$ cat config.mk
export PLATFORM = sky130hd
export DESIGN_NAME = updn_cascade_ctr
export DESIGN_NICKNAME = d
export VERILOG_FILES = /design/src/rtl/updn_cascade_ctr.sv
export SDC_FILE = /design/constraint.sdc
export NUM_CORES = 1
export LEC_CHECK = 0
export ABC_AREA = 1
export CAP_MARGIN = 0
export CORE_AREA = 10 10 47 49
export DETAILED_ROUTE_END_ITERATION = 10
export DIE_AREA = 0 0 57 59
export SLEW_MARGIN = 10
export SYNTH_ARGS = -nofsm -noshare
export SYNTH_HDL_FRONTEND = slang
export SYNTH_SLANG_ARGS = --single-unit
$ cat constraint.sdc
create_clock -name clk -period 1.7 [get_ports clk]
set_input_delay 0.425 -clock clk [delete_from_list [all_inputs] [get_ports clk]]
set_output_delay 0.425 -clock clk [all_outputs]
set_load 0.005 [all_outputs]
$ cat src/rtl/updn_cascade_ctr.sv
module updn_cascade_ctr #(
  parameter int WIDTH = 4
) (
  input  logic             clk,
  input  logic             rst_n,
  input  logic             load_n,
  input  logic [WIDTH-1:0] din,
  input  logic             up,
  input  logic             enp_n,
  input  logic             ent_n,
  output logic [WIDTH-1:0] q,
  output logic             carry_n
);
  localparam logic [WIDTH-1:0] TOP = {WIDTH{1'b1}};
  localparam logic [WIDTH-1:0] ONE = WIDTH'(1);

  logic             run;
  logic             at_end;
  logic [WIDTH-1:0] nxt;

  assign run     = !enp_n && !ent_n;
  assign nxt     = up ? q + ONE : q - ONE;
  assign at_end  = up ? (q == TOP) : (q == '0);
  assign carry_n = !(at_end && !ent_n);

  always_ff @(posedge clk or negedge rst_n)
    if (!rst_n)       q <= '0;
    else if (!load_n) q <= din;
    else if (run)     q <= nxt;

  assert_load_R2: assert property (@(posedge clk) disable iff (!rst_n)
    !load_n |=> q == $past(din));

  assert_hold_R3: assert property (@(posedge clk) disable iff (!rst_n)
    (load_n && (enp_n || ent_n)) |=> $stable(q));

  assert_count_up_R4: assert property (@(posedge clk) disable iff (!rst_n)
    (load_n && !enp_n && !ent_n && up) |=> q == $past(q) + ONE);

  assert_count_down_R4: assert property (@(posedge clk) disable iff (!rst_n)
    (load_n && !enp_n && !ent_n && !up) |=> q == $past(q) - ONE);

  assert_carry_terminal_R5: assert property (@(posedge clk) disable iff (!rst_n)
    !carry_n |-> (!ent_n && (up ? (&q) : !(|q))));

  assert_carry_gated_R5: assert property (@(posedge clk) disable iff (!rst_n)
    ent_n |-> carry_n);
endmodule

### Yosys cells after proc, flatten, opt, wreduce, memory -nomap -nowiden

Index checks and enable logic that the tools add are counted.

| word-level totals | value |
|---|---|
| flip-flop bits (word level) | 4 |
| output and inout port bits | 5 |
| bits of input ports | 10 |
| word-level logic and storage cells | 15 |

| cells by class | value |
|---|---|
| $add $sub $neg | 2 |
| equal/unequal tests | 2 |
| multiplexer cells | 4 |
| reduce and logical (&&, ||, !) cells | 6 |

Operators with widths:

| cell | count |
|---|---|
| $mux 4 | 3 |
| $add 4x1->4 const B | 1 |
| $eq 4x4->1 const B | 1 |
| $logic_not 4->1 | 1 |
| $sub 4x1->4 const B | 1 |
| $logic_not 1->1 | 3 |
| $logic_and 1x1->1 | 2 |
| $ne 2x1->1 const B | 1 |
| $mux 1 | 1 |

### Longest topological paths before layout

Gate-level depths: netlist of run 1.

| logic depth | value |
|---|---|
| word-level depth | 4 |
| gate-level depth with buffers | 8 |
| depth with buffers taken out | 8 |

### Least setup slack after synthesis of run 1

OpenSTA, ideal clock, no wires.

| timing | value |
|---|---|
| path kind | input port to flip-flop |
| start | input port up |
| end | register q[3] |
| setup time | 0.117 ns |
| data required time | 1.583 ns |
| stages | 7 |
| arrival time | 1.194 ns |
| slack | 0.388 ns |
| path buffers | 0 |
| cell sequence | inv_2 > ha_1 > or2_0 > nand2_1 > nand2_1 > nand3_1 > nand2_1 |

| on the way | value |
|---|---|
| longest elaborated chain between the ends | 3 |

RTL lines:

| what | line | text |
|---|---|---|
| start: declaration | 8 | `input logic up,` |
| $mux 4 | 22 | `assign nxt = up ? q + ONE : q - ONE;` |
| $mux 4 | 29 | `else if (run) q <= nxt;` |
| $mux 4 | 28 | `else if (!load_n) q <= din;` |
| end signal: assignment | 28 |  |
| end signal: assignment | 29 |  |
| end: declaration | 11 | `output logic [WIDTH-1:0] q,` |

No other way between the ends. The select of a mux whose other input is x is not followed.
A chain may end at the register's enable or synchronous reset.

### Worst setup path after layout of run 1

| timing | value |
|---|---|
| start | register q[2] |
| end | output port carry_n |

| on the way | value |
|---|---|
| longest elaborated chain between the ends | 4 |
| elaborated cells between the ends (all ways) | 5 |
| those cells by class | eq/ne (1); mux (1); reduce/logical (3) |

RTL lines:

| what | line | text |
|---|---|---|
| $eq 4x4->1 / $logic_not 4->1 (equally long branches) | 23 | `assign at_end = up ? (q == TOP) : (q == '0);` |
| $mux 1 (*) | 23 |  |
| $logic_and 1x1->1 (*) | 24 | `assign carry_n = !(at_end && !ent_n);` |
| $logic_not 1->1 (*) | 24 |  |
| end: declaration | 12 | `output logic carry_n` |

Every way passes the cells marked *; elsewhere a longest branch is shown, timed or not.

==> flow_metrics.py, run 1 <==
metrics = {
    "logic_synthesis": {
        "ys_warn_count": 0,
        "avgSynthCellArea_um2": 6.61,
        "syn-instance-count": 53,
        "ys_top_cells_by_area": "dfrtp_1 29%, nand2_1 20%, inv_1 7.5%, ha_1 7.1%, nor2_1 6.4%",
        "synth_nets": 66,
        "ys_ff_latch": 4,
        "ys_seq_area_share_pct": 28.6,
        "yosys.area.top_type_share_pct": 28.6,
        "ys_types": 16,
        "syn_area_um2": 350,
        "synth_top_area_cell": "dfrtp_1",
    },
    "die": {
        "core-area_um2": 1400,
        "start_util_pct": 25.0,
        "die_area_um2": 3360,
        "die_h_um": 59,
        "die_x_um": 57,
        "pin_count": 15,
        "rows": 14,
    },
    "placed_design": {
        "io_buffers": 14,
        "dp.cells": 90,
        "place.gp.congestion": 0.678,
        "post_dp_cell_area_um2": 563,
        "hpwl_um": 866,
    },
    "cts": {
        "clk_pin_slew_ns": 0.04,
        "clk_latency_ns": 0.24,
        "cts-root-buf": "clkbuf_4",
        "cts_tree": "built",
        "cts.sinks": 4,
        "cts_buffers": 3,
        "cts_htree_levels": 1,
        "cts_max_path_buffers": 2,
        "cts_hold_buf": 0,
    },
    "power": {
        "peakVddDrop_v": 0.000365,
        "p_leak_nw": 0.333,
        "power.density_nw_per_um2": 736,
    },
    "detailed_routing": {
        "wirelength_um": 1000,
        "drt_iter0_markers": 4,
        "antenna_left": 0,
        "drtPass1Iterations": 4,
        "wire_per_inst_um": 10.5,
        "viasPerCell": 4.24,
        "remaining_drc_errors": 0,
        "vias": 403,
    },
    "final_layout": {
        "drive_gt1_share_pct": 20.3,
        "multiInputGateArea_um2": 220,
        "reg_top3": "q (4)",
        "final_common_cell": "nand2_1",
        "top_register": "q",
        "seq_area_um2": 100,
        "final_cell_mix": "19 x nand2_1, 10 x buf_4, 8 x clkdlybuf4s50_1",
        "instances_no_fill": 95,
        "largest_reg_flops": 4,
        "fin_nets": 94,
        "areaGrowthSynthToFinish_pct": 71.1,
        "diodes": 0,
        "fill_cells": 165,
        "fin_area_um2": 599,
    },
    "setup_path": {
        "crit_path_top_delay_cell": "dfrtp_1",
        "r2r-end": "q[1]",
        "crit_path_frequent_cell": "a21oi_1",
        "cp-end-kind": "output pin",
        "critPathRequiredTime_ns": 1.27,
        "rr_startpoint": "q[0]",
        "path_buf_inv": 1,
        "max_stage_delay_ns": 0.42,
        "startpoint": "q[2]",
        "cp_data_arrival_time_ns": 1.11,
        "worstPathMaxFanout": 5,
        "rr_worst_depth": 4,
        "startpoint_type": "register",
        "critical_path_depth": 5,
        "rrSetupSlack_ns": 0.34,
        "path_class": "register to output pin",
        "endpoint": "carry_n",
        "path_cells": "nor2_1, a21oi_1, a21oi_1, nand2_1, clkbuf_2",
        "critPathTopFamily": "flip-flops",
    },
    "sta": {
        "slew_violations": 0,
        "period_needed_ns": 1.54,
        "clock.fmax_mhz": 650,
        "clock_skew_ns": 0.00399,
        "rsz0062_at_grt": "false",
        "period_share_pct": 90.5,
        "finalHoldViolations": 0,
        "setup_viol": 0,
        "slew_headroom_pct": 87.6,
        "tightest_slew_ns": 0.187,
    },
    "grt": {
        "grt-ovfl-total": 0,
        "antenna_found_initial": 0,
        "grt_start_max_net_pins": 6,
        "grt_pass1_vias": 418,
        "grt_pass1_wl_um": 1710,
        "track_usage_pct": 6.89,
    },
    "run_status": {
        "status": "finished, final reports clean",
    },
    "job": {
        "cap_viol_max_count": 0,
    },
    "min_path": {
        "hold_path_class": "input pin to async pin",
    },
}
==> Yosys cell counts <==
cell / n
dfrtp_1: 4
nor2_1: 6
fa_1: 1
or2_0: 1
nand2_1: 19
a21oi_1: 3
o21ai_2: 1
ha_1: 2
xnor2_1: 1
nand4_1: 1
inv_1: 7
o21ai_0: 1
o211ai_1: 2
inv_2: 1
a31oi_1: 1
nand3_1: 2
==> timing repair <==
item | in CTS | in global routing
hold endpoints to repair | 0 | 0
endpoints found under the setup margin | 4 | 4
resized for setup | 2 | 6
pin swaps | 0 | 2
setup buffers | 1 | 1
==> cell type report <==
type / count / area share (%)
Multi-Input combinational cell: 41 / 36.7
Timing Repair Buffer: 23 / 34.4
Sequential cell: 4 / 16.7
Inverter: 8 / 5.01
Clock buffer: 3 / 3.76
Tap cell: 16 / 3.34
==> worst min path at each step <==
stage / endpoint / slack (ns) / cells past startpoint
2_1_floorplan: q[0] / 0.13 / 0
3_3_place_gp: q[2] / 0.60 / 2
3_5_place_dp: q[2] / 0.64 / 1
4_1_cts: q[2] / 0.39 / 1
5_1_grt: q[2] / 0.39 / 1
6_report: q[2] / 0.38 / 1
==> power breakdown <==
group	internal (mW)	switching (mW)
logic	0.110	0.0882
clock network	0.0792	0.0425
registers	0.109	0.0119
==> kinds of logic (layout without fill, tap and decap cells) <==
kind of cell    Yosys count  after routing  synth area share (%)
simple gates             29             29                  33.2
compound gates            8              8                  14.3
buf+inv                   8             34                  8.57
flops                     4              4                  28.6
fa+ha+maj                 3              3                  12.9
xor+xnor                  1              1                  2.50
==> stage by stage <==
stage	setup slack [ns]	power, mW	TNS [ns]	util, %	hold slack (ns)
after CTS	0.00586	0.448	0	42.1	0.388
after global placement	-0.314	0.318	-1.16	40.2	0.597
after global routing	0.0459	0.486	0	42.8	0.391
final	0.161	0.441	0	42.8	0.383
after floorplan	0.388	0.213	0	-	0.129
after detailed placement	-0.317	0.320	-1.17	40.2	0.636
==> metal layers <==
metal	wire (µm)	global-route usage (%)	vias to the layer above
li1	-	-	225
met1	444	6.58	161
met2	451	10.2	13
met3	66	3.65	4
met4	37	7.05	0
met5	0	0	-
(Power assumes the default switching activity.)
==> run 2: changes to the inputs <==
SETUP_SLACK_MARGIN = 0.15   (was not set)
==> run 2 against run 1 <==
Against the previous run:
- sequential share of layout area fell by 0.27 points
- via count rose by 0.74%
- clock skew barely moved
- utilization rose by 0.71 points
- critical endpoint unchanged
- global-route usage did not move
- die area did not move
- combinational power rose by 3%
- non-clock buffer count did not move
- first-iteration DRC count fell by 50%
- cell area rose by 1.7%
- routed wire length rose by 2.3%
==> flow_metrics.py, run 2 (same netlist as run 1, synthesis figures left out) <==
metrics = {
    "die": {
        "die_h_um": 59,
        "rows": 14,
        "core-area_um2": 1400,
        "start_util_pct": 25.0,
        "die_x_um": 57,
        "pin_count": 15,
        "die_area_um2": 3360,
    },
    "sta": {
        "slew_violations": 0,
        "finalHoldViolations": 0,
        "fin_setup_tns_ns": 0,
        "setup_viol": 0,
        "rsz0062_at_grt": "true",
        "setup_ws_ns": 0.177,
        "period_needed_ns": 1.52,
        "clock_skew_ns": 0.00398,
        "clock.fmax_mhz": 657,
        "slew_headroom_pct": 87.6,
        "period_share_pct": 89.6,
        "tightest_slew_ns": 0.187,
    },
    "grt": {
        "grt-ovfl-total": 0,
        "grt_start_max_net_pins": 6,
        "grt_pass1_wl_um": 1710,
        "antenna_found_initial": 0,
        "track_usage_pct": 6.89,
        "grt_pass1_vias": 418,
    },
    "final_layout": {
        "reg_top3": "q (4)",
        "drive_gt1_share_pct": 20.3,
        "fill_cells": 163,
        "diodes": 0,
        "top_register": "q",
        "final_core_util_pct": 43.5,
        "fin_area_um2": 609,
        "final_common_cell": "nand2_1",
        "largest_reg_flops": 4,
        "fin_nets": 94,
        "areaGrowthSynthToFinish_pct": 73.9,
        "final_cell_mix": "19 x nand2_1, 8 x clkdlybuf4s50_1, 8 x buf_4",
    },
    "cts": {
        "cts_max_path_buffers": 2,
        "cts.sinks": 4,
        "clk_latency_ns": 0.24,
        "cts_tree": "built",
        "clk_pin_slew_ns": 0.04,
        "cts_htree_levels": 1,
        "cts_buffers": 3,
        "cts-root-buf": "clkbuf_4",
    },
    "detailed_routing": {
        "antenna_left": 0,
        "wirelength_um": 1020,
        "drtPass1Iterations": 3,
        "vias": 406,
        "wire_per_inst_um": 10.8,
        "remaining_drc_errors": 0,
        "drt_iter0_markers": 2,
        "viasPerCell": 4.27,
    },
    "power": {
        "p_leak_nw": 0.309,
        "peakVddDrop_v": 0.000381,
        "swShare_pct": 32.5,
        "internal_power_mw": 0.300,
        "power.density_nw_per_um2": 730,
        "seqPwrFrac_pct": 27.1,
        "p_sw_mw": 0.145,
        "finalPower_mw": 0.445,
        "clockPowerShare_pct": 27.2,
        "pwr-share-comb_pct": 45.7,
    },
    "setup_path": {
        "worstPathMaxFanout": 4,
        "rr_worst_depth": 4,
        "startpoint_type": "register",
        "r2r-end": "q[1]",
        "cp-end-kind": "output pin",
        "crit_path_top_delay_cell": "dfrtp_1",
        "rr_startpoint": "q[0]",
        "crit_path_frequent_cell": "a21oi_1",
        "cp_data_arrival_time_ns": 1.10,
        "rrSetupSlack_ns": 0.33,
        "critPathRequiredTime_ns": 1.27,
        "path_cells": "nor2_1, a21oi_1, a21oi_1, nand2_1, clkbuf_2",
        "path_class": "register to output pin",
        "max_stage_delay_ns": 0.40,
    },
    "placed_design": {
        "hpwl_um": 866,
        "post_dp_cell_area_um2": 563,
        "place_ws_ns": -0.317,
        "place.gp.congestion": 0.678,
        "io_buffers": 14,
    },
    "job": {
        "cap_viol_max_count": 0,
    },
    "min_path": {
        "hold_path_class": "input pin to async pin",
    },
    "run_status": {
        "status": "finished, final reports clean",
    },
}
==> run 2: cell count changes in the layout (fill, tap and decap cells not counted), sizes merged <==
cell,delta
dlygate4sd2,+3
clkdlybuf4s15,+1
dlymetal6s2s,-3
buf,-1
==> run 2: power by group through the flow <==
stage / registers (mW) / logic, mW / clock network (mW)
floorplan: 0.129 / 0.0831 / 0
finish: 0.120 / 0.203 / 0.121
detailed placement: 0.123 / 0.197 / 0
global placement: 0.122 / 0.195 / 0
CTS: 0.121 / 0.191 / 0.125
global route: 0.122 / 0.235 / 0.137
==> run 2: critical path, delay by kind of cell, from the launching register on <==
kind / cells / cell delay (ns)
flip-flops: 1 / 0.40
AND/OR/NAND/NOR: 2 / 0.17
AO/OA/AOI/OAI: 2 / 0.18
buffers and inverters: 1 / 0.10
==> run 2: layout make-up <==
class | count | area (µm²) | share of cell area [%]
multi-input combinational | 41 | 233 | 38.2
inverter | 8 | 32.5 | 5.34
sequential | 4 | 100 | 16.4
timing repair buffer | 23 | 201 | 33.1
tap | 16 | 20.0 | 3.29
clock buffer | 3 | 22.5 | 3.70
==> run 2: metrics by stage <==
stage / hold slack, ns / cells
5_1_grt: 0.391 / 95
3_3_place_gp: 0.597 / 90
6_report: 0.384 / 95
4_1_cts: 0.388 / 94
2_1_floorplan: 0.129 / 53
3_5_place_dp: 0.636 / 90
==> run 2: metal layers <==
layer / routed length (µm) / up-vias / track usage, %
li1: - / 225 / -
met1: 448 / 164 / 6.58
met2: 469 / 13 / 10.2
met3: 68 / 4 / 3.65
met4: 37 / 0 / 7.05
met5: 0 / - / 0
==> run 2: timing repair <==
action,4_1_cts,5_1_grt
endpoints found under the setup margin,8,3
hold buffers,0,0
setup buffers,1,1
resized for setup,6,6
pin swaps,0,3
==> run 2: how the worst max path moves through the flow <==
stage | startpoint | endpoint | slack [ns] | cells after the start
5_1_grt | q[2] | carry_n | 0.07 | 5
3_5_place_dp | up | carry_n | -0.32 | 5
2_1_floorplan | up | q[3] | 0.39 | 7
6_report | q[2] | carry_n | 0.18 | 5
4_1_cts | q[2] | carry_n | 0.009 | 5
3_3_place_gp | up | carry_n | -0.31 | 5
